===== src/rtl/apb_test_harness.sv =====
module apb_test_harness #(
  parameter int ADDR_W   = 8,
  parameter int DATA_W   = 32,
  parameter int CTRL_OFS = 'h80,
  parameter int STIM_OFS = 'h84,
  parameter int STRB_OFS = 'h88
) (
  input  logic              pclk,
  input  logic              presetn,
  input  logic              sclk_rst_ext_n,
  input  logic              scan_mode,
  input  logic              psel,
  input  logic              penable,
  input  logic              pwrite,
  input  logic [ADDR_W-1:0] paddr,
  input  logic [DATA_W-1:0] pwdata,
  output logic [DATA_W-1:0] prdata,
  input  logic              rxd_in,
  input  logic              frm_in,
  output logic              rxd_out,
  output logic              frm_out,
  output logic              clk_en,
  output logic              pclk_rst_n,
  output logic              sclk_rst_n
);
  localparam int CTRL_W = 5;
  localparam int STIM_W = 2;
  localparam int B_TEN  = 0;
  localparam int B_GATE = 1;
  localparam int B_STRB = 2;
  localparam int B_TRST = 3;
  localparam int B_ISEL = 4;
  localparam logic [ADDR_W-1:0] A_CTRL = ADDR_W'(CTRL_OFS);
  localparam logic [ADDR_W-1:0] A_STIM = ADDR_W'(STIM_OFS);
  localparam logic [ADDR_W-1:0] A_STRB = ADDR_W'(STRB_OFS);

  logic [CTRL_W-1:0] ctrl_q;
  logic [STIM_W-1:0] stim_q;
  logic              access, wr_en, gated, pulse, test_rst;
  logic              unused_wdata;

  assign access = psel & penable;
  assign wr_en  = access & pwrite;

  always_ff @(posedge pclk or negedge presetn) begin
    if (!presetn) begin
      ctrl_q <= '0;
      stim_q <= '0;
    end else if (wr_en) begin
      if (paddr == A_CTRL) ctrl_q <= pwdata[CTRL_W-1:0];
      if (paddr == A_STIM) stim_q <= pwdata[STIM_W-1:0];
    end
  end

  assign unused_wdata = ^pwdata[DATA_W-1:CTRL_W];

  always_comb begin
    prdata = '0;
    if (psel && !pwrite) begin
      if (paddr == A_CTRL) prdata[CTRL_W-1:0] = ctrl_q;
      else if (paddr == A_STIM) prdata[STIM_W-1:0] = stim_q;
    end
  end

  assign gated  = ctrl_q[B_TEN] & ctrl_q[B_GATE];
  assign pulse  = access & (!ctrl_q[B_STRB] | (paddr == A_STRB));
  assign clk_en = !gated | pulse;

  assign test_rst   = ctrl_q[B_TRST] & !scan_mode;
  assign pclk_rst_n = presetn & !test_rst;
  assign sclk_rst_n = sclk_rst_ext_n & !test_rst;

  assign rxd_out = ctrl_q[B_ISEL] ? stim_q[0] : rxd_in;
  assign frm_out = ctrl_q[B_ISEL] ? stim_q[1] : frm_in;
endmodule


===== config.mk =====
export PLATFORM = sky130hd
export DESIGN_NAME = apb_test_harness
export DESIGN_NICKNAME = d
export VERILOG_FILES = /design/src/rtl/apb_test_harness.sv
export SDC_FILE = /design/constraint.sdc
export NUM_CORES = 1
export LEC_CHECK = 0
export ABC_AREA = 1
export BUFFER_PORTS_ARGS = -buffer_cell sky130_fd_sc_hd__buf_2
export CAP_MARGIN = 25
export CORE_ASPECT_RATIO = 0.75
export CORE_MARGIN = 3
export CORE_UTILIZATION = 33
export DETAILED_ROUTE_END_ITERATION = 12
export PLACE_DENSITY = 0.87
export SYNTH_ARGS = -nofsm -noshare
export SYNTH_HDL_FRONTEND = slang
export SYNTH_SLANG_ARGS = --single-unit

===== constraint.sdc =====
create_clock -name pclk -period 0.8 [get_ports pclk]
set_input_delay 0.04 -clock pclk [delete_from_list [all_inputs] [get_ports pclk]]
set_output_delay 0.04 -clock pclk [all_outputs]
set_load 0.01 [all_outputs]

==> out/qor.yml <==
power_and_ir_drop:
  power.internal_uw: 650
  power.share.switching_pct: 30.8
  sequential_cell_fraction_of_total_power_pct: 38.8
  peakVddDrop_v: 0.000955
  static-leakage-power_nw: 0.639
  p_switching_uw: 290
  power-per-cell-area_nw_per_um2: 916
  clockPowerShare_pct: 33.8
  pwr-share-comb_pct: 27.4
timing:
  layout_worst_path_cycle_share_pct: 140
  holdWs_ps: 12.0
  layout_setup_ws_ps: -320
  clock.fmax_ghz: 0.893
  period_needed_ps: 1120
  timing.final.max_slew_violations: 0
  skew_ps: 0
  grt_setup_unrepaired: "true"
  finalHoldViolCount: 0
  report.final.setup_viol: 11
clocking:
  insertion_delay_of_the_later_clocked_pin_in_the_worst_skew_pair_ps: 250
  ctsRootBufferMaster: "clkbuf_4"
  max-clock-path-buffers: 2
  htreeDepth: 1
  clock_tree_from_tritoncts: "built"
  cts.clk_slew.worst_paths_ps: 50
  cts_buffers: 3
  cts_num_sinks: 7
detailed_routing:
  final_antenna_net_count: 0
  routed_wl_um: 1730
  drt_first_iter_violations: 24
  overall_via_count_from_detail_route: 736
  wire_per_inst_um: 9.32
  drt_drc_violations_left: 0
  dr.pass1.iters: 4
  via_per_inst: 3.96
synth:
  syn_area_per_cell_um2: 6.58
  netlist_area_before_placement_um2: 763
  ff_latch_count_synth: 7
  yosysUniqueCellTypes: 17
  ys_warn_count: 0
  post_syn_instances: 116
  synth-seq-area-share_pct: 23.0
global_route:
  grt.met2_usage_pct: 18.4
  gr-usage-all-layers_pct: 11.9
  grt_start_max_net_pins: 8
  number_of_antenna_violations_at_the_first_check_in_global_routing: 0
  grt_first_pass_wirelength_um: 2460
  globalRoute.totalOverflow: 0
  global_route.usage.met1_pct: 15.5
  use_met3_pct: 5.12
  grt_most_used_layer: "met2"
  grt_pass1_vias: 586
setup_path:
  crit_required_ps: 760
  timing.reg2reg.setup_slack_ps: -50
  nature_of_the_critical_path_endpoint: "primary output"
  timing.critical_path.from_type: "flop"
  critical_path.max_stage_delay_ps: 350
  arrival_ps: 1080
  crit_chain: "a21boi_2 > nand2_1 > a21oi_2 > buf_2"
  cpLargestDelayFamily: "flip-flops"
  cp_num_buf_inv: 1
  critPathMaxFanout: 2
  setup.worst_path.class: "flop to primary output"
  critical-path-slowest-cell: "dfrtp_1"
layout:
  final.fill_count: 217
  utilization_pct: 48.8
  proportion_of_layout_cells_with_a_drive_suffix_above_1_pct: 35.8
  fin_nets: 212
  antennaDiodeCount: 0
  area.growth.synth_to_final_pct: 34.4
worst_hold_path:
  min-delay-path-class: "primary input to flop"
floorplan:
  start_util_pct: 36.3
  floorplan.die_area_um2: 2930
  floorplan.core_area_um2: 2100
  io-pin-count: 86
  die_width_um: 61.5
  die_height_um: 47.7
  fp-row-count: 14
outcome:
  failing_checks: "negative setup slack"
  outcome: "complete, but fails checks"
place:
  detailed_place_hpwl_um: 1410
  io_buffer_count: 31
  globalplace.congestion: 0.784
flow_run:
  max_cap_violations: 0
-- layout by cell type (no fill, tap or decap), drive strengths merged --
cell type,netlist,routed
nand2,42,42
buf,27,38
conb,1,27
inv,14,14
nor2,10,10
dfrtp,7,7
nand3,5,5
dlygate4sd3,0,5
clkbuf,0,4
a21boi,3,3
nor3b,2,2
a21oi,2,2
o21ai,1,1
nor3,1,1
clkinv,1,1
-- worst min-delay path, delay by kind of cell --
family | cells | cell delay, ps
AND/OR/NAND/NOR | 2 | 90
buffers and inverters | 1 | 100
-- registers in the layout (all words and copies together), names as in the netlist --
register / count
ctrl_q: 5
stim_q: 2
-- layout make-up --
class,count,area [µm²],share of cell area [%]
tap,24,30.0,2.93
timing repair buffer,43,282,27.4
clock buffer,4,26.3,2.56
sequential,7,175,17.1
inverter,15,61.3,5.98
multi-input combinational,93,452,44.0
-- stage by stage --
stage	power [mW]	area, µm²	TNS (ps)	setup WS, ps	std cells
2_1_floorplan	0.591	865	0	23.1	142
3_3_place_gp	0.584	877	-793	-107	174
3_5_place_dp	0.589	877	-992	-130	174
4_1_cts	0.941	993	-2440	-327	186
5_1_grt	1.03	1030	-3060	-409	186
6_report	0.940	1030	-2270	-320	186
-- path summary, 6_finish.rpt --
path / startpoint / endpoint / cells after the start
min in group asynchronous: presetn / ctrl_q[4] / 3
worst min register to register: ctrl_q[0] / ctrl_q[0] / 2
worst max register to register: ctrl_q[4] / ctrl_q[4] / 4
worst min-delay path: pwdata[0] / ctrl_q[0] / 3
max in group asynchronous: presetn / ctrl_q[0] / 3
worst max-delay path: stim_q[0] / prdata[0] / 4
-- cells in the mapped netlist --
cell / instances / share of area, %
inv_1: 14 / 6.9
clkinv_4: 1 / 1.1
buf_4: 27 / 27
a21boi_0: 3 / 3.0
nand2_1: 39 / 19
nor2_2: 3 / 2.5
nand2_2: 2 / 1.6
a21oi_1: 2 / 1.3
nor3_1: 1 / 0.66
nand2_4: 1 / 1.5
nor2_4: 3 / 4.4
dfrtp_1: 7 / 23
o21ai_0: 1 / 0.66
nor2_1: 4 / 2.0
nand3_1: 5 / 3.3
conb_1: 1 / 0.49
nor3b_1: 2 / 2.0
-- metal layers --
metal,part of all wire (%),vias to the layer above
li1,-,389
met1,44,319
met2,48,26
met3,7.1,2
met4,0.46,0
met5,0,-
-- power groups by stage --
stage | Sequential [mW] | Combinational (mW) | Clock [mW]
final | 0.365 | 0.258 | 0.318
after global routing | 0.365 | 0.290 | 0.376
after CTS | 0.364 | 0.245 | 0.332
after detailed placement | 0.370 | 0.218 | 0
after global placement | 0.370 | 0.214 | 0
after floorplan | 0.369 | 0.222 | 0
-- kinds of logic (layout without fill, tap and decap cells) --
| logic type | after synthesis | after routing | synth area share [%] |
|---|---|---|---|
| other | 1 | 27 | 0.491 |
| flip-flops | 7 | 7 | 23.0 |
| buffers and inverters | 42 | 62 | 34.6 |
| AND/OR/NAND/NOR | 60 | 60 | 37.0 |
| AO/OA/AOI/OAI | 6 | 6 | 4.92 |
-- timing repair --
| action | in CTS | in global routing |
|---|---|---|
| endpoints found under the setup margin | 10 | 11 |
| resized for setup | 8 | 10 |
| hold endpoints to repair | 11 | 0 |
| hold buffers | 5 | 0 |
| gates cloned | 0 | 0 |
| buffers inserted | 3 | 1 |
| pin swaps | 6 | 1 |
(Power assumes the default switching activity.)
